`config.mk`:
```
export PLATFORM = sky130hd
export DESIGN_NAME = ata_pio_strobe_gen
export DESIGN_NICKNAME = d
export VERILOG_FILES = /design/src/rtl/ata_pio_pkg.sv /design/src/rtl/ata_pio_timing_decode.sv /design/src/rtl/ata_pio_phase_seq.sv /design/src/rtl/ata_pio_strobe_gen.sv
export SDC_FILE = /design/constraint.sdc
export NUM_CORES = 1
export LEC_CHECK = 0
export ABC_AREA = 1
export BUFFER_PORTS_ARGS = -buffer_cell sky130_fd_sc_hd__buf_2
export CAP_MARGIN = 25
export CORE_MARGIN = 8
export CORE_UTILIZATION = 45
export CTS_BUF_LIST = sky130_fd_sc_hd__clkbuf_2
export DETAILED_ROUTE_END_ITERATION = 12
export HOLD_SLACK_MARGIN = 0.08
export PLACE_DENSITY = 0.81
export SYNTH_ARGS = -nofsm -noshare
export SYNTH_HDL_FRONTEND = slang
export SYNTH_SLANG_ARGS = --single-unit
```
`constraint.sdc`:
```
create_clock -name clk -period 2.3 [get_ports clk]
set_clock_uncertainty 0.2 [all_clocks]
set_input_delay 0.345 -clock clk [delete_from_list [all_inputs] [get_ports clk]]
set_output_delay 0.345 -clock clk [all_outputs]
set_load 0.1 [all_outputs]
```
`src/rtl/ata_pio_pkg.sv`:
```
package ata_pio_pkg;

  localparam int CNT_W = 4;   // phase counter holds length minus one, up to 16 clocks
  localparam int NIB_W = 4;   // width of the active and recovery fields

  typedef enum logic [2:0] {
    PH_IDLE,
    PH_SETUP,
    PH_ACTIVE,
    PH_RECOV,
    PH_DONE
  } phase_t;

  // every length is stored as clocks minus one
  typedef struct packed {
    logic [CNT_W-1:0] setup_m1;
    logic [CNT_W-1:0] active_m1;
    logic [CNT_W-1:0] recov_m1;
  } cyc_timing_t;

  // non-monotonic setup code: 01->2, 10->3, 00->4, 11->5 clocks
  function automatic logic [CNT_W-1:0] setup_code_m1(input logic [1:0] code);
    case (code)
      2'b01:   setup_code_m1 = CNT_W'(1);
      2'b10:   setup_code_m1 = CNT_W'(2);
      2'b00:   setup_code_m1 = CNT_W'(3);
      default: setup_code_m1 = CNT_W'(4);
    endcase
  endfunction

endpackage

```
`src/rtl/ata_pio_timing_decode.sv`:
```
module ata_pio_timing_decode
  import ata_pio_pkg::*;
#(
  parameter int NCHAN = 2,
  parameter int NDEV  = 2,
  parameter int BW    = 8,
  localparam int CH_W   = (NCHAN > 1) ? $clog2(NCHAN) : 1,
  localparam int DV_W   = (NDEV > 1) ? $clog2(NDEV) : 1,
  localparam int NSLOT  = NCHAN * NDEV,
  localparam int NSETUP = NDEV + NCHAN - 1
) (
  input  logic [NSLOT*BW-1:0]  act_rec_cfg,
  input  logic [NSETUP*BW-1:0] setup_cfg,
  input  logic [CH_W-1:0]      sel_chan,
  input  logic [DV_W-1:0]      sel_dev,
  output cyc_timing_t          timing
);

  localparam int IDX_W = (NSLOT > 1) ? $clog2(NSLOT) : 1;

  cyc_timing_t [NSLOT-1:0] slot_tim;

  // one decoder per device slot; channel 0 owns a setup byte per device,
  // every later channel shares one setup byte across its devices
  for (genvar g = 0; g < NSLOT; g++) begin : g_slot
    localparam int CH = g / NDEV;
    localparam int DV = g % NDEV;
    localparam int SI = (CH == 0) ? DV : (NDEV + CH - 1);

    logic [NIB_W-1:0] act_nib;
    logic [NIB_W-1:0] rec_nib;
    logic [1:0]       code;

    assign act_nib = act_rec_cfg[g*BW+NIB_W +: NIB_W];
    assign rec_nib = act_rec_cfg[g*BW +: NIB_W];
    assign code    = setup_cfg[SI*BW+BW-2 +: 2];

    // active nibble 0 means 16 clocks: n-1 modulo 16 covers both cases
    assign slot_tim[g] = '{setup_m1:  setup_code_m1(code),
                           active_m1: CNT_W'(act_nib - NIB_W'(1)),
                           recov_m1:  CNT_W'(rec_nib)};
  end

  logic [IDX_W-1:0] sel_idx;

  always_comb begin
    sel_idx = IDX_W'(int'(sel_chan) * NDEV + int'(sel_dev));
    timing  = slot_tim[sel_idx];
  end

endmodule

```
`src/rtl/ata_pio_phase_seq.sv`:
```
module ata_pio_phase_seq
  import ata_pio_pkg::*;
(
  input  logic        clk,
  input  logic        rst_n,
  input  logic        start,
  input  logic        is_write,
  input  cyc_timing_t timing,
  input  logic        drv_wait,
  output phase_t      phase,
  output logic        wr_cycle
);

  logic [CNT_W-1:0] cnt;
  cyc_timing_t      tim_q;
  logic             last;

  assign last = (cnt == '0);

  always_ff @(posedge clk or negedge rst_n) begin
    if (!rst_n) begin
      phase    <= PH_IDLE;
      cnt      <= '0;
      tim_q    <= '0;
      wr_cycle <= 1'b0;
    end else begin
      case (phase)
        PH_IDLE: if (start) begin
          tim_q    <= timing;
          wr_cycle <= is_write;
          cnt      <= timing.setup_m1;
          phase    <= PH_SETUP;
        end
        PH_SETUP: if (last) begin
          cnt   <= tim_q.active_m1;
          phase <= PH_ACTIVE;
        end else begin
          cnt <= cnt - 1'b1;
        end
        PH_ACTIVE: if (!drv_wait) begin
          if (last) begin
            cnt   <= tim_q.recov_m1;
            phase <= PH_RECOV;
          end else begin
            cnt <= cnt - 1'b1;
          end
        end
        PH_RECOV: if (last) begin
          phase <= PH_DONE;
        end else begin
          cnt <= cnt - 1'b1;
        end
        PH_DONE:  phase <= PH_IDLE;
        default:  phase <= PH_IDLE;
      endcase
    end
  end

  AST_WAIT_FREEZE: assert property (@(posedge clk) disable iff (!rst_n)
    (phase == PH_ACTIVE && drv_wait) |=> (phase == PH_ACTIVE && $stable(cnt)));

  AST_ACTIVE_AFTER_SETUP: assert property (@(posedge clk) disable iff (!rst_n)
    (phase == PH_ACTIVE && $past(phase) != PH_ACTIVE) |-> $past(phase) == PH_SETUP);

  AST_DONE_AFTER_RECOV: assert property (@(posedge clk) disable iff (!rst_n)
    (phase == PH_DONE) |-> $past(phase) == PH_RECOV);

  AST_TIMING_HELD: assert property (@(posedge clk) disable iff (!rst_n)
    (phase != PH_IDLE && $past(phase) != PH_IDLE) |-> ($stable(tim_q) && $stable(wr_cycle)));

endmodule

```
`src/rtl/ata_pio_strobe_gen.sv`:
```
module ata_pio_strobe_gen
  import ata_pio_pkg::*;
#(
  parameter int NCHAN = 2,
  parameter int NDEV  = 2,
  parameter int BW    = 8,
  localparam int CH_W   = (NCHAN > 1) ? $clog2(NCHAN) : 1,
  localparam int DV_W   = (NDEV > 1) ? $clog2(NDEV) : 1,
  localparam int NSLOT  = NCHAN * NDEV,
  localparam int NSETUP = NDEV + NCHAN - 1
) (
  input  logic                 clk,
  input  logic                 rst_n,
  input  logic                 req_valid,
  output logic                 req_ready,
  input  logic                 req_write,
  input  logic [DV_W-1:0]      req_dev,
  input  logic [CH_W-1:0]      req_chan,
  input  logic [NSLOT*BW-1:0]  act_rec_cfg,
  input  logic [NSETUP*BW-1:0] setup_cfg,
  input  logic                 drv_wait,
  output logic                 addr_valid,
  output logic                 rd_strobe_n,
  output logic                 wr_strobe_n,
  output logic                 cyc_done
);

  cyc_timing_t sel_timing;
  phase_t      phase;
  logic        wr_cycle;
  logic        accept;

  ata_pio_timing_decode #(
    .NCHAN(NCHAN),
    .NDEV (NDEV),
    .BW   (BW)
  ) decode_i (
    .act_rec_cfg(act_rec_cfg),
    .setup_cfg  (setup_cfg),
    .sel_chan   (req_chan),
    .sel_dev    (req_dev),
    .timing     (sel_timing)
  );

  assign accept = req_valid && req_ready;

  ata_pio_phase_seq seq_i (
    .clk     (clk),
    .rst_n   (rst_n),
    .start   (accept),
    .is_write(req_write),
    .timing  (sel_timing),
    .drv_wait(drv_wait),
    .phase   (phase),
    .wr_cycle(wr_cycle)
  );

  always_comb begin
    req_ready   = (phase == PH_IDLE);
    addr_valid  = (phase == PH_SETUP) || (phase == PH_ACTIVE) || (phase == PH_RECOV);
    rd_strobe_n = !((phase == PH_ACTIVE) && !wr_cycle);
    wr_strobe_n = !((phase == PH_ACTIVE) && wr_cycle);
    cyc_done    = (phase == PH_DONE);
  end

  AST_ACCEPT_BUSY: assert property (@(posedge clk) disable iff (!rst_n)
    (req_valid && req_ready) |=> (!req_ready && addr_valid));

  AST_ONE_STROBE: assert property (@(posedge clk) disable iff (!rst_n)
    $countones({~rd_strobe_n, ~wr_strobe_n}) <= 1);

  AST_DONE_PULSE: assert property (@(posedge clk) disable iff (!rst_n)
    cyc_done |=> (!cyc_done && req_ready));

  AST_STROBE_ADDR: assert property (@(posedge clk) disable iff (!rst_n)
    (!rd_strobe_n || !wr_strobe_n) |-> addr_valid);

endmodule

```
==> metrics.log, run 1 <==
INFO  metric worst_path_largest_cell_delay = 0.48 ns
INFO  metric viasPerCell = 4.971
INFO  metric grt_pass1_vias = 1,664
INFO  metric tightest_pin_transition = 0.4913 ns
INFO  metric drive_gt1_share = 25.94%
INFO  metric worst_ir_drop_vdd = 0.3998 mV
INFO  metric critical_path.cell_chain = inv_2 -> nand3_2 -> or2_2 -> buf_2
INFO  metric post_drt_wl_per_cell = 11.36 um
INFO  metric report.final.setup_viol = 0
INFO  metric detailedRoute.firstPassIterationCount = 4
INFO  metric hpwl_after_dpl = 3.201 mm
INFO  metric fp.coreArea = 0.003311 mm^2
INFO  metric setup.worst_path.class = flop to output port
INFO  metric cts-buffers-inserted = 3
INFO  metric placedInstanceArea = 0.001821 mm^2
INFO  metric n_fill_cell = 339
INFO  metric whs_endpoint = seq_i.tim_q[2]$_DFFE_PN0P_
INFO  metric final_period_minus_worst_setup_slack = 2.217 ns
INFO  metric timing.critical_path.slowest_stage_cell = dfrtp_1
INFO  metric cts_post_setup_buffers_inserted = 0
INFO  metric setup_total_negative_slack = 0 ns
INFO  metric postSynthRegisterBits = 16
INFO  metric grt_util_all_layers = 15.08%
INFO  metric worstPathMaxFanout = 5
INFO  metric antenna_found_initial = 0
INFO  metric port_buffers = 49
INFO  metric ant_nets = 0
INFO  metric tritoncts = yes
INFO  metric list_of_most_frequent_post_synthesis_cells = nand2_1, inv_1, nand3_1
INFO  metric critical_path.reg2reg.endpoint = seq_i.phase[0]$_DFFE_PN0P_
INFO  metric synth_area = 0.001531 mm^2
INFO  metric post-route-drc-count = 0
INFO  metric rows = 21
INFO  metric via_count = 1,685
INFO  metric worst_hold_path.num_cells = 5
INFO  metric grt_pass1_wl = 6.720 mm
INFO  metric design.die.area = 0.005526 mm^2
INFO  metric synth_fp_nets = 313
INFO  metric chipWidth = 74.34 um
INFO  metric postSynthCellCount = 244
INFO  metric unrepaired_setup_endpoints_after_global_routing = no
INFO  metric ff2ff_path_depth = 7
INFO  metric finalCritPeriodShare = 96.37%
INFO  metric intPower = 0.8436 mW
INFO  metric hold_class = primary input to flop
INFO  metric yosys.area.top_type = dfrtp_1
INFO  metric synth-main-ff-cell = dfrtp_1
INFO  metric final_hold_viol_count = 0
INFO  metric power.switching_fraction = 57.01%
INFO  metric total_length_of_routed_wires = 3.850 mm
INFO  metric gr-total-overflow = 0
INFO  metric postLayoutCellArea = 0.001857 mm^2
INFO  metric net-switching-power = 1.119 mW
INFO  metric most_common_cell_in_the_netlist = nand2_1
INFO  metric report.final.slew_viol_count = 0
INFO  metric clockRootBuffer = clkbuf_2
INFO  metric power.share.clock = 6.3%
INFO  metric yosysSeqAreaShare = 26.14%
INFO  metric hold_ws = 0.2302 ns
INFO  metric synthDistinctLibCells = 28
INFO  metric synth_edf_count = 0
INFO  metric max-cap-violations = 0
INFO  metric number_of_nets_in_the_layout = 364
INFO  metric gp_congestion = 0.8405
INFO  metric dp_worst_setup_slack = 0.4137 ns
INFO  metric clock_latency = 0.30 ns
INFO  metric kind_of_start_point_of_the_critical_path = flop
INFO  metric synthArstFlopShare = 100.0%
INFO  metric area.growth.synth_to_final = 21.24%
INFO  metric synth.avg_cell_area = 6.277 um^2
INFO  metric htree_num_levels = 1
INFO  metric ff_latch_area = 401.6 um^2
INFO  metric run_status = complete, no violations
INFO  metric multiInputGateArea = 959.7 um^2
INFO  metric endpoint_kind = output port
INFO  metric cts_max_path_buffers = 2
INFO  metric power_after_layout = 1.963 mW
INFO  metric holdCritStartpoint = act_rec_cfg[2]
INFO  metric layout_setup_ws = 0.08339 ns
INFO  metric data_required_time_of_the_worst_path = 1.75 ns
INFO  metric worst_r2r_startpoint = seq_i.cnt[0]$_DFFE_PN0P_
INFO  metric seq_power_share = 25.7%
INFO  metric rrSetupSlack = 0.44 ns
INFO  metric cts.clk_slew.worst_paths = 0.13 ns
INFO  metric cts.sinks = 16
INFO  metric max_freq = 451.1 MHz
INFO  metric antenna_cells_inserted = 0
INFO  metric maximum_number_of_pins_on_one_net_before_global_route_repair = 23
INFO  metric max_slew_margin = 67.47%
INFO  metric drt_first_iter_violations = 89
INFO  metric number_of_ports_placed_on_the_die_boundary = 68
INFO  metric power.combinational.fraction = 68.0%
INFO  metric cp_data_arrival_time = 1.67 ns
INFO  metric post_synth_main_area_contributors = dfrtp_1, nand2_1, nand3_1
INFO  metric initial_core_util = 46.26%
INFO  metric synth_largest_type_area_fraction = 26.14%
INFO  metric yosys_warnings = 0
INFO  metric total_leakage_power = 1.041 nW
INFO  metric fp.dieH = 74.34 um
INFO  metric power-per-cell-area = 1057 mW/mm^2
-- sequential cells by signal (all words and copies together) (netlist names) --
register        count
seq_i.phase         3
seq_i.cnt           4
seq_i.wr_cycle      1
seq_i.tim_q         8
-- power groups by stage --
stage | combinational, mW | sequential (mW) | clock (mW)
final | 1.33 | 0.504 | 0.124
after global routing | 1.48 | 0.519 | 0.133
after CTS | 1.33 | 0.502 | 0.124
after detailed placement | 1.32 | 0.507 | 0
after global placement | 1.29 | 0.501 | 0
after floorplan | 1.07 | 0.486 | 0
-- metal layers --
metal | GRT usage [%] | vias to the layer above | wire, um
met5 | 0 | - | 0
met4 | 3.261 | 0 | 40
met3 | 4.582 | 6 | 276
met2 | 24.32 | 68 | 1684
met1 | 19.24 | 741 | 1849
li1 | - | 870 | -
-- worst max-delay path: cells and delay by family, from the launching register on --
family                 cells  cell delay (ns)
flip-flops                 1             0.48
AND/OR/NAND/NOR            2             0.47
buffers and inverters      2             0.44
-- layout make-up --
cell class / instances / share of cell area [%]
Clock buffer: 3 / 0.8086
Tap cell: 46 / 3.100
Inverter: 40 / 8.086
Multi-Input combinational cell: 182 / 51.68
Timing Repair Buffer: 52 / 14.69
Sequential cell: 16 / 21.63
-- per-stage QoR --
step           std cells  utilization (%)
2_1_floorplan        244                -
3_3_place_gp         334            54.99
3_5_place_dp         334            54.99
4_1_cts              339            56.05
5_1_grt              339            56.08
6_report             339            56.08
-- kinds of logic (layout without fill, tap and decap cells) --
group	after synthesis	after routing	synth area share [%]
AND/OR/NAND/NOR	139	139	42.48
buffers and inverters	46	95	11.68
AO/OA/AOI/OAI	32	32	11.93
flip-flops	16	16	26.14
adder cells (fa/ha/maj)	6	6	4.902
XOR/XNOR	5	5	2.859
-- worst max-delay path by stage --
stage | depth (start not counted) | from | slack (ns) | end
after floorplan | 1 | seq_i.phase[1]$_DFFE_PN0P_ | 0.03 | cyc_done
after global placement | 4 | seq_i.phase[2]$_DFFE_PN0P_ | 0.42 | rd_strobe_n
after detailed placement | 4 | seq_i.phase[2]$_DFFE_PN0P_ | 0.41 | rd_strobe_n
after CTS | 3 | seq_i.phase[1]$_DFFE_PN0P_ | 0.06 | rd_strobe_n
after global routing | 4 | seq_i.phase[2]$_DFFE_PN0P_ | 0.02 | rd_strobe_n
final | 4 | seq_i.phase[2]$_DFFE_PN0P_ | 0.08 | rd_strobe_n
-- cell usage in the layout (no fill, tap or decap), drive strengths merged --
cell type / synthesis / routed
o22ai: 4 / 4
xnor2: 5 / 5
nand2: 71 / 71
clkbuf: 3 / 3
or2: 2 / 2
ha: 6 / 6
dfrtp: 16 / 16
nand3: 37 / 37
a22oi: 1 / 1
nand3b: 1 / 1
buf: 3 / 50
a21oi: 5 / 5
nor2: 26 / 26
dlygate4sd3: 0 / 2
o21ai: 22 / 22
inv: 40 / 40
nor3: 2 / 2
-- what timing repair did --
action,in CTS,in global routing
gates resized for setup,0,1
endpoints found under the setup margin,0,1
hold buffers,2,0
hold endpoints to repair,17,0
Power figures use the tool's default switching activity.
==> run 2, diff against run 1 <==
Settings changed: ABC_AREA 1 to unset, PLACE_DENSITY 0.81 to 0.83.
==> run 2 against run 1 <==
Clock-buffer cell count is the same. Clock power grew 6%. Worst setup slack worse by 0.022 ns. Maximum frequency fell by 0.98%. First-iteration DRC count down 25%. Sequential share of layout area grew 1.9 points. Combinational power fell by 5%. Synthesized area fell by 11%. Power down 0.28%. Final cell count shrank 32%. Register-to-register slack lost 0.28 ns. Hold slack got worse by 0.043 ns. Largest power group unchanged.
==> metrics.log, run 2 <==
INFO  metric via_count = 1,292
INFO  metric critical_path.reg2reg.endpoint = seq_i.cnt[0]$_DFFE_PN0P_
INFO  metric grt_pass1_vias = 1,324
INFO  metric commonest_non_fill_non_tap_cells_in_the_layout = buf_2, dfrtp_1, inv_1, nor2_1, xnor2_1
INFO  metric synth_edf_count = 0
INFO  metric initial_core_util = 45.92%
INFO  metric layout.cells.most_common = buf_2
INFO  metric postLayoutCellArea = 0.001725 mm^2
INFO  metric number_of_nets_in_the_layout = 267
INFO  metric port_buffers = 49
INFO  metric dp_cells = 221
INFO  metric post_drt_wl_per_cell = 15.30 um
INFO  metric max-cap-violations = 0
INFO  metric gr-max-usage-layer = met2
INFO  metric report.final.slew_viol_count = 0
INFO  metric cts_max_path_buffers = 2
INFO  metric worst_hold_path.num_cells = 4
INFO  metric htree_num_levels = 1
INFO  metric largest_register_ff_count = 8
INFO  metric maximum_number_of_pins_on_one_net_before_global_route_repair = 20
INFO  metric holdCritStartpoint = req_valid
INFO  metric antenna_cells_inserted = 0
INFO  metric hold_ws = 0.1874 ns
INFO  metric cts.sinks = 16
INFO  metric setup_total_negative_slack = 0 ns
INFO  metric timing.critical_path.slowest_stage_cell = or4_1
INFO  metric fp.dieH = 71.13 um
INFO  metric net-switching-power = 0.9597 mW
INFO  metric endpoint_kind = output port
INFO  metric setup.worst_path.class = flop to output port
INFO  metric fp.coreArea = 0.002978 mm^2
INFO  metric detailedRoute.firstPassIterationCount = 4
INFO  metric n_fill_cell = 264
INFO  metric post_synth_main_area_contributors = dfrtp_1, mux4_2, xnor2_1
INFO  metric unrepaired_setup_endpoints_after_global_routing = no
INFO  metric grt_use_met1 = 15.35%
INFO  metric worst_ir_drop_vdd = 0.4305 mV
INFO  metric synth_largest_type_area_fraction = 29.28%
INFO  metric most_common_cell_in_the_netlist = dfrtp_1
INFO  metric gp_congestion = 0.8713
INFO  metric viasPerCell = 5.617
INFO  metric design.die.area = 0.005059 mm^2
INFO  metric cts.clk_slew.worst_paths = 0.17 ns
INFO  metric hold_class = primary input to flop
INFO  metric placedInstanceArea = 0.001657 mm^2
INFO  metric data_required_time_of_the_worst_path = 1.75 ns
INFO  metric intPower = 0.9972 mW
INFO  metric cp_data_arrival_time = 1.69 ns
INFO  metric power-per-cell-area = 1134 mW/mm^2
INFO  metric antenna_found_initial = 0
INFO  metric cts-buffers-inserted = 3
INFO  metric critical_path.cell_chain = clkinv_1 -> or4_1 -> clkbuf_4
INFO  metric final-instance-count-excl-fill = 230
INFO  metric synthArstFlopShare = 100.0%
INFO  metric rrSetupSlack = 0.16 ns
INFO  metric clockRootBuffer = clkbuf_2
INFO  metric postSynthCellCount = 143
INFO  metric total_length_of_routed_wires = 3.519 mm
INFO  metric power.combinational.fraction = 64.9%
INFO  metric ff2ff_path_depth = 6
INFO  metric whs_endpoint = seq_i.phase[0]$_DFFE_PN0P_
INFO  metric clock_latency = 0.31 ns
INFO  metric yosys.area.top_type = dfrtp_1
INFO  metric synth.avg_cell_area = 9.563 um^2
INFO  metric grt_util_all_layers = 13.93%
INFO  metric grt_util_met2 = 24.61%
INFO  metric worst_path_largest_cell_delay = 0.52 ns
INFO  metric total_leakage_power = 0.8130 nW
INFO  metric area.growth.synth_to_final = 26.17%
INFO  metric tightest_pin_transition = 0.4874 ns
INFO  metric power.share.clock = 6.7%
INFO  metric drive_gt1_share = 41.62%
INFO  metric synth_area = 0.001368 mm^2
INFO  metric final_period_minus_worst_setup_slack = 2.239 ns
INFO  metric max_freq = 446.7 MHz
INFO  metric worstPathMaxFanout = 7
INFO  metric synth-main-ff-cell = dfrtp_1
INFO  metric list_of_most_frequent_post_synthesis_cells = dfrtp_1, nor2_1, inv_1
INFO  metric max_slew_margin = 67.73%
INFO  metric gr-total-overflow = 0
INFO  metric registers.top_by_ff_count = seq_i.tim_q
INFO  metric report.final.setup_viol = 0
INFO  metric finalCritPeriodShare = 97.33%
INFO  metric number_of_ports_placed_on_the_die_boundary = 68
INFO  metric post-route-util = 57.94%
INFO  metric kind_of_start_point_of_the_critical_path = flop
INFO  metric reg_top3 = seq_i.tim_q (8), seq_i.cnt (4), seq_i.phase (3)
INFO  metric postSynthRegisterBits = 16
INFO  metric yosysSeqAreaShare = 29.28%
INFO  metric ant_nets = 0
INFO  metric synthDistinctLibCells = 44
INFO  metric final_hold_viol_count = 0
INFO  metric tritoncts = yes
INFO  metric run_status = complete, no violations
INFO  metric drt_first_iter_violations = 67
INFO  metric seq_power_share = 28.4%
INFO  metric synth_fp_nets = 212
INFO  metric power.switching_fraction = 49.04%
INFO  metric post-route-drc-count = 0
INFO  metric global_route.usage.met3 = 5.085%
INFO  metric hpwl_after_dpl = 2.879 mm
INFO  metric grt_pass1_wl = 5.782 mm
INFO  metric yosys_warnings = 0
INFO  metric rows = 20
INFO  metric chipWidth = 71.13 um
INFO  metric worst_r2r_startpoint = seq_i.cnt[0]$_DFFE_PN0P_
[run 2: power groups by stage]
stage | registers [mW] | logic (mW) | clock network [mW]
after detailed placement | 0.582 | 1.19 | 0
after global routing | 0.578 | 1.38 | 0.138
after floorplan | 0.492 | 1.05 | 0
final | 0.556 | 1.27 | 0.132
after CTS | 0.577 | 1.20 | 0.136
after global placement | 0.571 | 1.15 | 0
[run 2: logic make-up (layout without fill, tap and decap cells)]
| logic type | Yosys count | after routing | synth area share (%) |
|---|---|---|---|
| AOI/OAI and AO/OA | 29 | 29 | 15.10 |
| xor gates and xnor gates | 9 | 9 | 5.764 |
| adders and majority gates | 7 | 7 | 6.313 |
| buffers and inverters | 22 | 76 | 7.136 |
| DFF | 16 | 16 | 29.28 |
| muxes | 16 | 16 | 19.58 |
| and+or+nand+nor | 44 | 44 | 16.84 |
[run 2: routing by layer]
layer / wire [um] / up-vias
met5: 0 / -
met1: 1469 / 604
met2: 1746 / 48
met3: 252 / 7
li1: - / 633
met4: 50 / 0
[run 2: worst max path at each step]
stage | from | to | slack (ns) | cells after the start
floorplan | seq_i.phase[0]$_DFFE_PN0P_ | seq_i.cnt[0]$_DFFE_PN0P_ | -0.02 | 7
global placement | seq_i.cnt[0]$_DFFE_PN0P_ | seq_i.cnt[0]$_DFFE_PN0P_ | 0.23 | 6
detailed placement | seq_i.cnt[0]$_DFFE_PN0P_ | seq_i.cnt[0]$_DFFE_PN0P_ | 0.20 | 6
CTS | seq_i.phase[0]$_DFFE_PN0P_ | rd_strobe_n | 0.02 | 2
global route | seq_i.phase[1]$_DFFE_PN0P_ | rd_strobe_n | 0.01 | 3
finish | seq_i.phase[1]$_DFFE_PN0P_ | rd_strobe_n | 0.06 | 3
[run 2: through the flow]
step	setup slack [ns]	power (mW)
floorplan	-0.01878	1.547
global placement	0.2329	1.723
detailed placement	0.1980	1.769
CTS	0.02349	1.912
global route	0.009833	2.093
finish	0.06147	1.957
[run 2: final cells by class]
class / instances / area [um^2] / share of cell area [%]
Sequential cell: 16 / 405.4 / 23.50
Tap cell: 33 / 41.29 / 2.393
Timing Repair Buffer: 59 / 327.8 / 19.00
Clock buffer: 3 / 15.01 / 0.8702
Clock inverter: 1 / 3.754 / 0.2175
Multi-Input combinational cell: 105 / 883.3 / 51.20
Inverter: 13 / 48.80 / 2.828
[run 2: critical path: cells and delay by family (launching register included)]
kind                   cells  cell delay (ns)
and+or+nand+nor            1             0.52
DFF                        1             0.48
buffers and inverters      2             0.39
[run 2: repair_timing]
action                     in CTS  in global routing
gates resized for setup         2                  2
setup endpoints to repair       2                  1
hold endpoints to repair       17                  0
pin swaps                       0                  0
hold buffers                    2                  0
buffers inserted                0                  3
